`src/rtl/tpa_pkg.sv`:
```
`timescale 1ns/1ps
package tpa_pkg;
  // Prefix tree selection codes
  localparam int TOPO_KS = 0;  // minimum-depth full tree
  localparam int TOPO_HC = 1;  // odd positions full, even fixed at the end
  localparam int TOPO_LF = 2;  // divide-and-conquer, fewer cells
endpackage

```
`src/rtl/tpa_pcell.sv`:
```
`timescale 1ns/1ps
module tpa_pcell (
  input  logic hi_g,
  input  logic hi_p,
  input  logic lo_g,
  input  logic lo_p,
  output logic g_o,
  output logic p_o
);
  // associative group combine: upper span absorbs lower span
  assign g_o = hi_g | (hi_p & lo_g);
  assign p_o = hi_p & lo_p;
endmodule

```
`src/rtl/tpa_csa.sv`:
```
`timescale 1ns/1ps
module tpa_csa #(
  parameter int W = 16
) (
  input  logic [W-1:0] op_a,
  input  logic [W-1:0] op_b,
  input  logic [W-1:0] op_c,
  output logic [W-1:0] psum,
  output logic [W-1:0] pcar
);
  for (genvar i = 0; i < W; i++) begin : g_bit
    assign psum[i] = op_a[i] ^ op_b[i] ^ op_c[i];
    assign pcar[i] = (op_a[i] & op_b[i]) | (op_b[i] & op_c[i]) | (op_a[i] & op_c[i]);
  end

  always_comb begin

    compress_weight_chk: assert (({2'b00, psum} + {1'b0, pcar, 1'b0}) ==
                                 ({2'b00, op_a} + {2'b00, op_b} + {2'b00, op_c}))
      else $error("compressor vectors lose weight");
  end
endmodule

```
`src/rtl/tpa_prefix.sv`:
```
`timescale 1ns/1ps
module tpa_prefix
  import tpa_pkg::*;
#(
  parameter int W    = 16,
  parameter int TOPO = TOPO_KS
) (
  input  logic [W-1:0] g_in,
  input  logic [W-1:0] p_in,
  output logic [W-1:0] grp
);
  localparam int LVL = (W > 1) ? $clog2(W) : 1;

  logic [W-1:0] p_fin;

  if (TOPO == TOPO_KS) begin : g_ks
    logic [LVL:0][W-1:0] gk, pk;
    assign gk[0] = g_in;
    assign pk[0] = p_in;
    for (genvar l = 1; l <= LVL; l++) begin : g_lv
      localparam int D = 1 << (l - 1);
      for (genvar i = 0; i < W; i++) begin : g_pos
        if (i >= D) begin : g_cell
          tpa_pcell u_c (.hi_g(gk[l-1][i]), .hi_p(pk[l-1][i]),
                         .lo_g(gk[l-1][i-D]), .lo_p(pk[l-1][i-D]),
                         .g_o(gk[l][i]), .p_o(pk[l][i]));
        end else begin : g_pass
          assign gk[l][i] = gk[l-1][i];
          assign pk[l][i] = pk[l-1][i];
        end
      end
    end
    assign grp   = gk[LVL];
    assign p_fin = pk[LVL];
  end else if (TOPO == TOPO_LF) begin : g_lf
    logic [LVL:0][W-1:0] gk, pk;
    assign gk[0] = g_in;
    assign pk[0] = p_in;
    for (genvar l = 1; l <= LVL; l++) begin : g_lv
      for (genvar i = 0; i < W; i++) begin : g_pos
        localparam int J = ((i >> (l - 1)) << (l - 1)) - 1;
        if (((i >> (l - 1)) & 1) == 1) begin : g_cell
          tpa_pcell u_c (.hi_g(gk[l-1][i]), .hi_p(pk[l-1][i]),
                         .lo_g(gk[l-1][J]), .lo_p(pk[l-1][J]),
                         .g_o(gk[l][i]), .p_o(pk[l][i]));
        end else begin : g_pass
          assign gk[l][i] = gk[l-1][i];
          assign pk[l][i] = pk[l-1][i];
        end
      end
    end
    assign grp   = gk[LVL];
    assign p_fin = pk[LVL];
  end else if (TOPO == TOPO_HC) begin : g_hc
    logic [LVL+1:0][W-1:0] gk, pk;
    assign gk[0] = g_in;
    assign pk[0] = p_in;
    for (genvar l = 1; l <= LVL + 1; l++) begin : g_lv
      localparam int D = (l == 1 || l == LVL + 1) ? 1 : (1 << (l - 1));
      for (genvar i = 0; i < W; i++) begin : g_pos
        localparam bit ODD  = (i % 2) == 1;
        localparam bit LIVE = (l == LVL + 1) ? (!ODD && i >= 2) : (ODD && i >= D);
        if (LIVE) begin : g_cell
          tpa_pcell u_c (.hi_g(gk[l-1][i]), .hi_p(pk[l-1][i]),
                         .lo_g(gk[l-1][i-D]), .lo_p(pk[l-1][i-D]),
                         .g_o(gk[l][i]), .p_o(pk[l][i]));
        end else begin : g_pass
          assign gk[l][i] = gk[l-1][i];
          assign pk[l][i] = pk[l-1][i];
        end
      end
    end
    assign grp   = gk[LVL+1];
    assign p_fin = pk[LVL+1];
  end else begin : g_bad
    $error("tpa_prefix: unsupported TOPO value %0d", TOPO);
  end

  // checker: arithmetic reference for the group signals
  logic [W:0]   ref_sum;
  logic [W:0]   ref_cin;
  logic [W-1:0] zero_m;
  logic [W-1:0] ref_and;
  always_comb begin
    ref_sum = {1'b0, g_in | p_in} + {1'b0, g_in};
    ref_cin = ref_sum ^ {1'b0, p_in};
    zero_m  = ~p_in;
    ref_and = (zero_m & (~zero_m + 1'b1)) - 1'b1;

    gp_exclusive_chk: assert ((g_in & p_in) == '0)
      else $error("generate and propagate overlap");

    grp_carry_chk: assert (grp == ref_cin[W:1])
      else $error("group generate differs from ripple carry");

    grp_prop_chk: assert (p_fin == ref_and)
      else $error("group propagate differs from prefix AND");
  end
endmodule

```
`src/rtl/tri_prefix_add.sv`:
```
`timescale 1ns/1ps
module tri_prefix_add
  import tpa_pkg::*;
#(
  parameter int WIDTH    = 16,
  parameter int TOPOLOGY = TOPO_KS
) (
  input  logic [WIDTH-1:0] opnd_a,
  input  logic [WIDTH-1:0] opnd_b,
  input  logic [WIDTH-1:0] opnd_c,
  output logic [WIDTH+1:0] total
);
  localparam int TW = WIDTH + 2;

  if (WIDTH < 2) begin : g_bad_width
    $error("tri_prefix_add: WIDTH must be at least 2");
  end
  if (TOPOLOGY != TOPO_KS && TOPOLOGY != TOPO_HC && TOPOLOGY != TOPO_LF) begin : g_bad_topo
    $error("tri_prefix_add: unsupported TOPOLOGY %0d", TOPOLOGY);
  end

  logic [WIDTH-1:0] psum, pcar, car_sh, gen, prop, grp;
  logic             top_car, grp_out;

  tpa_csa #(.W(WIDTH)) u_csa (
    .op_a(opnd_a), .op_b(opnd_b), .op_c(opnd_c),
    .psum(psum), .pcar(pcar)
  );

  // compressed carries weigh one place higher; nothing enters bit 0
  assign car_sh  = {pcar[WIDTH-2:0], 1'b0};
  assign top_car = pcar[WIDTH-1];
  assign gen     = psum & car_sh;
  assign prop    = psum ^ car_sh;

  tpa_prefix #(.W(WIDTH), .TOPO(TOPOLOGY)) u_pfx (
    .g_in(gen), .p_in(prop), .grp(grp)
  );

  assign grp_out = grp[WIDTH-1];

  always_comb begin
    total[0]           = prop[0];
    total[WIDTH-1:1]   = prop[WIDTH-1:1] ^ grp[WIDTH-2:0];
    total[WIDTH]       = grp_out ^ top_car;
    total[WIDTH+1]     = grp_out & top_car;
  end

  logic [TW-1:0] ref_total;
  always_comb begin
    ref_total = TW'(opnd_a) + TW'(opnd_b) + TW'(opnd_c);

    sum_exact_chk: assert (total == ref_total)
      else $error("sum differs from operand total");

    top_bits_chk: assert (total[WIDTH+1] == (ref_total >= (TW'(1) << (WIDTH + 1))))
      else $error("top result bit wrong");
  end
endmodule

```
`config.mk`:
```
export PLATFORM = sky130hd
export DESIGN_NAME = tri_prefix_add
export DESIGN_NICKNAME = d
export VERILOG_FILES = /design/src/rtl/tpa_pkg.sv /design/src/rtl/tpa_pcell.sv /design/src/rtl/tpa_csa.sv /design/src/rtl/tpa_prefix.sv /design/src/rtl/tri_prefix_add.sv
export SDC_FILE = /design/constraint.sdc
export NUM_CORES = 1
export LEC_CHECK = 0
export BUFFER_PORTS_ARGS = -buffer_cell sky130_fd_sc_hd__buf_4
export CAP_MARGIN = 20
export CORE_MARGIN = 8
export CORE_UTILIZATION = 42
export DETAILED_ROUTE_END_ITERATION = 7
export PLACE_DENSITY_LB_ADDON = 0.3
export RECOVER_POWER = 25
export SLEW_MARGIN = 40
export SYNTH_ARGS = -nofsm -noshare
export SYNTH_HDL_FRONTEND = slang
export SYNTH_SLANG_ARGS = --single-unit
```
`constraint.sdc`:
```
create_clock -name vclk -period 3.43
set_input_delay 0.686 -clock vclk [all_inputs]
set_output_delay 0.686 -clock vclk [all_outputs]
set_load 0.05 [all_outputs]
```
==> results of run 1 <==
critical path, stage by stage:
cell and delay, ps:
buf_6 90, fa_1 590, ha_4 220, a21o_1 210
a31o_1 240, and2_4 160, nor3_4 220, o311ai_2 120
ha_2 360, buf_8 140
timing repair:
action / CTS / global route
gates resized for setup: 23 / 16
setup buffers: 6 / 3
setup endpoints to repair: 9 / 12
pin swaps: 19 / 14
metal layers:
layer | up-vias | track usage | wire (µm)
met5 | - | 0 | 0
met4 | 0 | 0.0392 | 183
met3 | 14 | 0.0232 | 254
met2 | 82 | 0.389 | 2920
met1 | 742 | 0.168 | 1980
li1 | 664 | - | -
final timing paths:
check / endpoint / cells past startpoint
max: total[16] / 10
min: total[16] / 4
logic make-up after synthesis:
family                     synth area share
AOI/OAI and AO/OA                     0.226
xor gates and xnor gates             0.0780
adders and majority gates             0.482
buffers and inverters                0.0569
muxes                               0.00892
and+or+nand+nor                       0.148
per-stage QoR:
stage / cells / total power, mW / setup TNS [ps]
final: 259 / 1.27 / -2140
after detailed placement: 250 / 1.08 / -1580
after global routing: 259 / 1.32 / -2890
after global placement: 250 / 1.05 / -1320
after floorplan: 127 / 0.724 / -684
after CTS: 256 / 1.16 / -1510
power by group:
| part | leakage, nW | switching (mW) | total (mW) | internal [mW] |
|---|---|---|---|---|
| combinational | 1.06 | 0.734 | 1.27 | 0.533 |
| clock | 0 | 0 | 0 | 0 |
| sequential | 0 | 0 | 0 | 0 |
cell usage after synthesis, types with 2 or more instances:
cell type  instances
o31ai_1            2
ha_1              16
o21bai_1           2
a31oi_1            2
or4_1              2
buf_4              2
a21o_1             3
nor2_1             7
a211oi_1           4
o21ai_0            7
inv_1             13
nand2_1            5
xor2_1             5
nand2b_1           2
fa_1              17
a21oi_1            8
nor3_1             4
xnor2_1            5
nand3_1            3
nor2b_1            3
area by class of cell:
class                           instances  area (µm²)  share of cell area
Timing Repair Buffer                  104         841               0.374
Inverter                               13        48.8              0.0217
Tap cell                               30        37.5              0.0167
Multi-Input combinational cell        112        1320               0.588
layout by cell type, fill, tap and decap left out, types with 2 or more instances in the layout:
| cell | n |
|---|---|
| buf_4 | 85 |
| o21bai_1 | 2 |
| a211oi_1 | 2 |
| nand3_1 | 2 |
| a21oi_1 | 6 |
| ha_4 | 6 |
| a21oi_2 | 3 |
| fa_1 | 15 |
| clkbuf_1 | 2 |
| xnor2_2 | 3 |
| ha_2 | 2 |
| nand2_1 | 5 |
| fa_2 | 2 |
| inv_1 | 12 |
| a21o_1 | 3 |
| or4_1 | 2 |
| xnor2_1 | 2 |
| o21ai_0 | 5 |
| nor3_4 | 2 |
| buf_6 | 16 |
| nor2_1 | 6 |
| ha_1 | 8 |
| xor2_1 | 3 |
| nor2b_4 | 2 |
==> metrics.md, run 1 <==
| Metric | Value |
|---|---|
| Worst Setup Start Kind | `input port` |
| Leak | `1.06 nW` |
| Min-Delay Startpoint | `opnd_c[15]` |
| Setup violations, final | `10` |
| Seq cells | `0` |
| DRT iter0 DRCs | `88` |
| Min Tclk post-route | `3730 ps` |
| Horiz. Die Dim | `67.7 µm` |
| FF+latch area | `0 µm²` |
| Drt drc | `0` |
| CP Data Required Time | `2740 ps` |
| Post-Synthesis Net Count | `208` |
| VDD IR max | `435 µV` |
| Placement Setup Slack | `-249 ps` |
| Post-Syn Area | `1120 µm²` |
| Max FO, Critical Path | `3` |
| Placed cell areas | `2010 µm²` |
| Total number of vias | `1502` |
| GRT Overall Usage | `0.180` |
| CP Capture Type | `primary output` |
| Nets@finish | `312` |
| Synthesis Warnings | `0` |
| Final design utilization | `0.899` |
| Post-CTS Hold Buffers | `0` |
| Worst-case hold slack | `1940 ps` |
| Die area | `4580 µm²` |
| Final worst path period share | `1.09` |
| Synth top area cells | `fa_1 30%, ha_1 18%, inv_1 4.3%, xnor2_1 3.9%, xor2_1 3.9%` |
| Initial core utilization | `0.449` |
| Distinct cell type count after synthesis | `35` |
| Vias/cell | `5.80` |
| Headroom to the max-slew limit | `0.540` |
| Hold crit path type | `in -> out` |
| Maximum clock frequency | `268 MHz` |
| Port Buffers | `66` |
| # clk buffers | `0` |
| RSZ-0062 raised after global routing | `true` |
| Share of Yosys cell area claimed by the top area cell type | `0.303` |
| Status | `finished with violations` |
| Final WL | `5330 µm` |
| Power per cell area | `563 nW/µm²` |
| Final HPWL DP | `3390 µm` |
| Max_cap viols | `0` |
| Antenna violations before repair | `0` |
| Detailed Routing Iterations Pass 1 | `4` |
| Global-route wire length before repair | `6720 µm` |
| Setup crit start | `opnd_c[7]` |
| Slew @ Worst Pin | `693 ps` |
| IO Pins | `66` |
| FP Rows | `18` |
| Layout cells sized above 1 | `0.611` |
| WL/cell | `20.6 µm` |
| Sequential area share after synthesis | `0` |
| Avg Inst Size Synth | `8.84 µm²` |
| Core box area | `2500 µm²` |
| Design area | `2250 µm²` |
| Via count of the first global-routing pass | `1607` |
| # diodes | `0` |
| Die Span Y | `67.7 µm` |
| Antenna Nets Post-Route | `0` |
| CP arrival | `3050 ps` |
| Fillers | `112` |
| P&R area growth vs syn | `100%` |
| Largest area contributor in the netlist | `fa_1` |
| Final worst setup slack | `-303 ps` |
| Final Hold Fails | `0` |
| Largest net degree at the start of global routing | `7` |
| Syn Inst Count | `127` |
| GRT overflow | `0` |
| Failing checks | `setup timing` |
| Slew Limit Fails | `0` |
| GP Congestion | `0.775` |
| Crit Path Category | `in -> out` |
Power figures use the tool's default switching activity.
==> run 2: changes to the inputs <==
--- a/config.mk
+++ b/config.mk
@@ -5,11 +5,14 @@
 export SDC_FILE = /design/constraint.sdc
 export NUM_CORES = 1
 export LEC_CHECK = 0
+export ABC_AREA = 1
 export BUFFER_PORTS_ARGS = -buffer_cell sky130_fd_sc_hd__buf_4
 export CAP_MARGIN = 20
+export CORE_ASPECT_RATIO = 1.25
 export CORE_MARGIN = 8
-export CORE_UTILIZATION = 42
+export CORE_UTILIZATION = 44
 export DETAILED_ROUTE_END_ITERATION = 7
+export GPL_TIMING_DRIVEN = 0
 export PLACE_DENSITY_LB_ADDON = 0.3
 export RECOVER_POWER = 25
 export SLEW_MARGIN = 40
==> metrics.md, run 2 <==
| Metric | Value |
|---|---|
| FF+latch area | `0 µm² (unchanged)` |
| Initial core utilization | `0.465 (+0.0161)` |
| Final WL | `3390 µm (-37%)` |
| Layout cells sized above 1 | `0.357 (-0.254)` |
| Drt drc | `0 (unchanged)` |
| Net Sw Frac | `0.640 (+0.0608)` |
| Share of Yosys cell area claimed by the top area cell type | `0.270 (-0.0329)` |
| GRT overflow | `0 (unchanged)` |
| Distinct cell type count after synthesis | `17 (-51%)` |
| WL/cell | `11.2 µm (-46%)` |
| Critical Path Most Common Cell | `nand2_1` |
| Syn Inst Count | `201 (+58%)` |
| Vias/cell | `4.64 (-20%)` |
| Maximum clock frequency | `300 MHz (+12%)` |
| CP max stage delay | `530 ps (-60 ps)` |
| Met3 Use GR | `0.0235 (+0.000351)` |
| Final HPWL DP | `2920 µm (-14%)` |
| Die area | `4840 µm² (+5.6%)` |
| Nets@finish | `352 (+13%)` |
| Power per cell area | `475 nW/µm² (-16%)` |
| Synth top area cells | `fa_1 27%, nand2_1 23%, ha_1 16%, inv_1 13%, nand3_1 4.4%` |
| Fillers | `233 (+110%)` |
| Die Span Y | `75.8 µm (+12%)` |
| NetSw | `0.604 mW (-18%)` |
| Met2 usage | `0.291 (-0.0988)` |
| Most frequent cells in the layout | `68 x nand2_1, 64 x buf_4, 43 x inv_1` |
| Post-Synthesis Net Count | `282 (+36%)` |
| DRT iter0 DRCs | `26 (-70%)` |
| Headroom to the max-slew limit | `0.599 (+0.0583)` |
| GP Congestion | `0.802 (+3.6%)` |
| Max FO, Critical Path | `3 (unchanged)` |
| Slew Limit Fails | `0 (unchanged)` |
| # diodes | `0 (unchanged)` |
| Seq cells | `0 (unchanged)` |
| Detailed Routing Iterations Pass 1 | `4 (unchanged)` |
| Clock power share | `0 (unchanged)` |
| Crit Path Category | `in -> out` |
| P&R area growth vs syn | `57.8%` |
| Min Tclk post-route | `3330 ps (-402 ps)` |
| Status | `completed` |
| Commonest non-fill, non-tap cell in the layout | `nand2_1` |
| Slowest stage cell on the critical path | `fa_1` |
| Final Hold Fails | `0 (unchanged)` |
| Total number of vias | `1406 (-6.4%)` |
| Port Buffers | `66 (unchanged)` |
| Max_cap viols | `0 (unchanged)` |
| Final design utilization | `0.734 (-0.166)` |
| Sequential area share after synthesis | `0 (unchanged)` |
| Antenna Nets Post-Route | `0 (unchanged)` |
| Setup violations, final | `0 (-10)` |
| Global-route wire length before repair | `5460 µm (-19%)` |
| Largest net degree at the start of global routing | `6 (-1)` |
| CP arrival | `2640 ps (-410 ps)` |
| Core box area | `2710 µm² (+8.3%)` |
| Met1 Track Usage GR | `0.123 (-0.0454)` |
| Most common library cells after synthesis | `76 x nand2_1, 43 x inv_1, 17 x fa_1` |
| Hold crit path type | `in -> out` |
| Slew @ Worst Pin | `605 ps (-87.8 ps)` |
| Crit-path cells | `buf_4, fa_1, ha_2, inv_1, fa_2, inv_1, nand2_2, nand3_4, nand2_2, nand2_1, nand2_1, nand2_1, buf_6` |
| CP Capture Type | `primary output` |
| IO Pins | `66 (unchanged)` |
| # clk buffers | `0 (unchanged)` |
| Antenna violations before repair | `0 (unchanged)` |
| Largest area contributor in the netlist | `fa_1` |
| Synthesis Warnings | `0 (unchanged)` |
| CP Data Required Time | `2740 ps (about the same)` |
| FP Rows | `21 (+3)` |
| Via count of the first global-routing pass | `1414 (-12%)` |
| RSZ-0062 raised after global routing | `true` |
| VDD IR max | `333 µV (-23%)` |
| Final worst path period share | `0.971 (-0.117)` |
| Combinational power share | `1.000 (about the same)` |
| Post-Syn Area | `1260 µm² (+12%)` |
| Most frequent cell after synthesis | `nand2_1` |
| P_int | `0.340 mW (-36%)` |
| Share of power burned in registers | `0 (unchanged)` |
| Avg Inst Size Synth | `6.26 µm² (-29%)` |
| Total power | `0.944 mW (-25%)` |
| Leak | `1.13 nW (+6.5%)` |
| Horiz. Die Dim | `63.8 µm (-5.7%)` |
| Worst Setup Start Kind | `input port` |
| Busiest layer in global routing | `met2` |
| GRT Overall Usage | `0.130 (-0.0504)` |
## run 2: changes by cell type in the layout (fill, tap and decap cells not counted), sizes merged, moves of 7 or more
cell / delta
inv: +30
buf: -35
nor2: +7
nand2: +72
o21ai: -7
nand3: +9
## run 2: path summary, 6_finish.rpt
check / start / end / slack [ps] / cells after the start
min: opnd_c[15] / total[16] / 1900 / 4
max: opnd_a[1] / total[15] / 100 / 13
## run 2: power groups by stage
stage | clock network [mW] | registers, mW | logic [mW]
floorplan | 0 | 0 | 0.623
global placement | 0 | 0 | 0.857
detailed placement | 0 | 0 | 0.868
CTS | 0 | 0 | 0.881
global route | 0 | 0 | 1.03
finish | 0 | 0 | 0.944
## run 2: per-layer routing
layer / vias to the layer above / wire (µm)
li1: 739 / -
met1: 626 / 1300
met2: 39 / 1910
met3: 2 / 160
met4: 0 / 16
met5: - / 0
## run 2: metrics by stage
step / hold WS, ps / TNS, ps / cell area, µm² / setup slack [ps] / instances
floorplan: 1760 / 0 / 1270 / 49.8 / 201
global placement: 1910 / -255 / 1810 / -116 / 301
detailed placement: 1910 / -304 / 1810 / -144 / 301
CTS: 1910 / 0 / 1830 / 3.85 / 301
global route: 1920 / -62.5 / 1990 / -52.7 / 303
finish: 1900 / 0 / 1990 / 99.0 / 303
## run 2: layout make-up
type	instances	area, µm²	share of cell area
multi-input cells	156	1250	0.632
repair buffers	68	512	0.258
inverters	43	161	0.0813
well taps	34	42.5	0.0214
plain buffers	2	15.0	0.00756
## run 2: what timing repair did
item / in CTS / in global routing
resized for setup: 4 / 28
endpoints found under the setup margin: 3 / 6
setup buffers: 0 / 2
hold buffers: 0 / 0
pin swaps: 1 / 8
hold endpoints to repair: 0 / 0
## run 2: cell families after synthesis
| kind of cell | share of synthesized area |
|---|---|
| buf+inv | 0.140 |
| xor+xnor | 0.0417 |
| compound gates | 0.0358 |
| simple gates | 0.353 |
| fa+ha+maj | 0.429 |
## run 2: worst max-delay path: cells and delay by family
kind	cells	cell delay (ps)
simple gates	6	420
buf+inv	4	410
fa+ha+maj	3	1120
==> run 3: changes to the inputs <==
--- a/config.mk
+++ b/config.mk
@@ -10,7 +10,7 @@
 export CAP_MARGIN = 20
 export CORE_ASPECT_RATIO = 1.25
 export CORE_MARGIN = 8
-export CORE_UTILIZATION = 44
+export CORE_UTILIZATION = 52
 export DETAILED_ROUTE_END_ITERATION = 7
 export GPL_TIMING_DRIVEN = 0
 export PLACE_DENSITY_LB_ADDON = 0.3
==> constraint.sdc (replaced) <==
create_clock -name vclk -period 4.19
set_input_delay 0.838 -clock vclk [all_inputs]
set_output_delay 0.838 -clock vclk [all_outputs]
set_load 0.005 [all_outputs]
==> metrics.md, run 3 (synthesis gave the netlist of run 2 again) <==
| Metric | Value |
|---|---|
| Status | `completed` |
| CP max stage delay | `550 ps (+20 ps)` |
| IO Pins | `66 (unchanged)` |
| Nets@finish | `350 (-0.57%)` |
| Min Tclk post-route | `3740 ps` |
| GRT Overall Usage | `0.163 (+0.0330)` |
| Detailed Routing Iterations Pass 1 | `4 (unchanged)` |
| Leak | `1.10 nW (-2.5%)` |
| Vias/cell | `4.66 (+0.35%)` |
| # diodes | `0 (unchanged)` |
| Layout cells sized above 1 | `0.262 (-0.0947)` |
| Hold crit path type | `in -> out` |
| Most frequent cells in the layout | `76 x nand2_1, 64 x buf_4, 43 x inv_1` |
| Port Buffers | `66 (unchanged)` |
| Global-route wire length before repair | `5830 µm (+6.8%)` |
| Max FO, Critical Path | `3 (unchanged)` |
| VDD IR max | `159 µV (-52%)` |
| Crit-path cells | `buf_4, fa_1, ha_1, inv_1, fa_1, o21bai_1, nand2_1, nand3_1, nand2_1, nand2_1, buf_4` |
| GP Congestion | `0.857 (+6.9%)` |
| DRT iter0 DRCs | `16 (-38%)` |
| P&R area growth vs syn | `42.6%` |
| PostCTS Resize Cnt | `0 (-4)` |
| Slew Limit Fails | `0 (unchanged)` |
| Placement Setup Slack | `467 ps (+611 ps)` |
| Total power | `0.461 mW (-51%)` |
| Post-CTS Setup Repair Bufs | `0 (unchanged)` |
| Final WL | `3350 µm (-1.1%)` |
| Final worst path period share | `0.894` |
| Final worst setup slack | `446 ps (+347 ps)` |
| Finished Layout Cells | `300 (-0.99%)` |
| Initial core utilization | `0.529 (+0.0644)` |
| Max_cap viols | `0 (unchanged)` |
| Post-CTS Hold Buffers | `0 (unchanged)` |
| Critical Path Most Common Cell | `nand2_1` |
| P_int | `0.227 mW (-33%)` |
| Headroom to the max-slew limit | `0.804 (+0.205)` |
| Core box area | `2380 µm² (-12%)` |
| Design area | `1800 µm² (-9.6%)` |
| Total number of vias | `1397 (-0.64%)` |
| # clk buffers | `0 (unchanged)` |
| Placed cell areas | `1800 µm² (-0.90%)` |
| Power per cell area | `257 nW/µm² (-46%)` |
| Clock power share | `0 (unchanged)` |
| Commonest non-fill, non-tap cell in the layout | `nand2_1` |
| Seq cells | `0 (unchanged)` |
| RSZ-0062 raised after global routing | `false` |
| Slew @ Worst Pin | `293 ps (-311 ps)` |
| CP Data Required Time | `3350 ps (+610 ps)` |
| Drt drc | `0 (unchanged)` |
| Slowest stage cell on the critical path | `fa_1` |
| Final HPWL DP | `3140 µm (+7.5%)` |
| Antenna Nets Post-Route | `0 (unchanged)` |
| WHS Path Cells | `4 (unchanged)` |
| FF+latch area | `0 µm² (unchanged)` |
| GRT overflow | `0 (unchanged)` |
| CP arrival | `2910 ps (+270 ps)` |
| CP Capture Type | `primary output` |
| Worst Setup Start Kind | `input port` |
| Net Sw Frac | `0.509 (-0.131)` |
| Setup crit start | `opnd_a[1]` |
| Combinational power share | `1.000 (about the same)` |
| Die Span Y | `71.0 µm (-6.3%)` |
| Largest net degree at the start of global routing | `6 (unchanged)` |
| Final Hold Fails | `0 (unchanged)` |
| NetSw | `0.235 mW (-61%)` |
| Min-Delay Startpoint | `opnd_c[15]` |
| FP Rows | `20 (-4.8%)` |
| Maximum clock frequency | `267 MHz` |
| Final TNS setup | `0 ps (unchanged)` |
| Antenna violations before repair | `0 (unchanged)` |
| Sink of the worst hold path | `total[16]` |
| Via count of the first global-routing pass | `1443 (+2.1%)` |
| Crit Path Category | `in -> out` |
| Die area | `4260 µm² (-12%)` |
| Horiz. Die Dim | `60.0 µm (-6.0%)` |
| WL/cell | `11.2 µm (-0.13%)` |
| Post-placement cell count | `300 (-0.33%)` |
| Share of power burned in registers | `0 (unchanged)` |
| Setup violations, final | `0 (unchanged)` |
-- run 3: worst max-delay path by stage --
stage,to,depth (start not counted)
floorplan,total[9],9
global placement,total[13],11
detailed placement,total[13],11
CTS,total[13],11
global route,total[13],11
finish,total[13],11
-- run 3: metrics by stage --
| step | utilization | hold WS (ps) |
|---|---|---|
| floorplan | - | 1940 |
| global placement | 0.755 | 2120 |
| detailed placement | 0.755 | 2130 |
| CTS | 0.755 | 2130 |
| global route | 0.755 | 2150 |
| finish | 0.755 | 2120 |
-- run 3: critical path, delay by kind of cell --
family,cells,cell delay (ps)
adders and majority gates,3,1160
and+or+nand+nor,4,310
AOI/OAI and AO/OA,1,300
buffers and inverters,3,290
-- run 3: layout make-up --
| type | count | area, µm² |
|---|---|---|
| well taps | 33 | 41.3 |
| fillers | 193 | 582 |
| multi-input cells | 156 | 1080 |
| inverters | 43 | 161 |
| plain buffers | 2 | 15.0 |
| repair buffers | 66 | 495 |
-- run 3: per-layer routing --
layer	wire length [µm]	vias up	GRT usage	part of all wire
li1	-	738	-	-
met1	1250	624	0.165	0.37
met2	1880	35	0.335	0.56
met3	224	0	0.0290	0.067
met4	0	0	0	0
met5	0	-	0	0
-- run 3: power by group through the flow --
stage	Combinational, mW	Sequential [mW]	Clock [mW]
floorplan	0.267	0	0
global placement	0.452	0	0
detailed placement	0.468	0	0
CTS	0.470	0	0
global route	0.524	0	0
finish	0.461	0	0
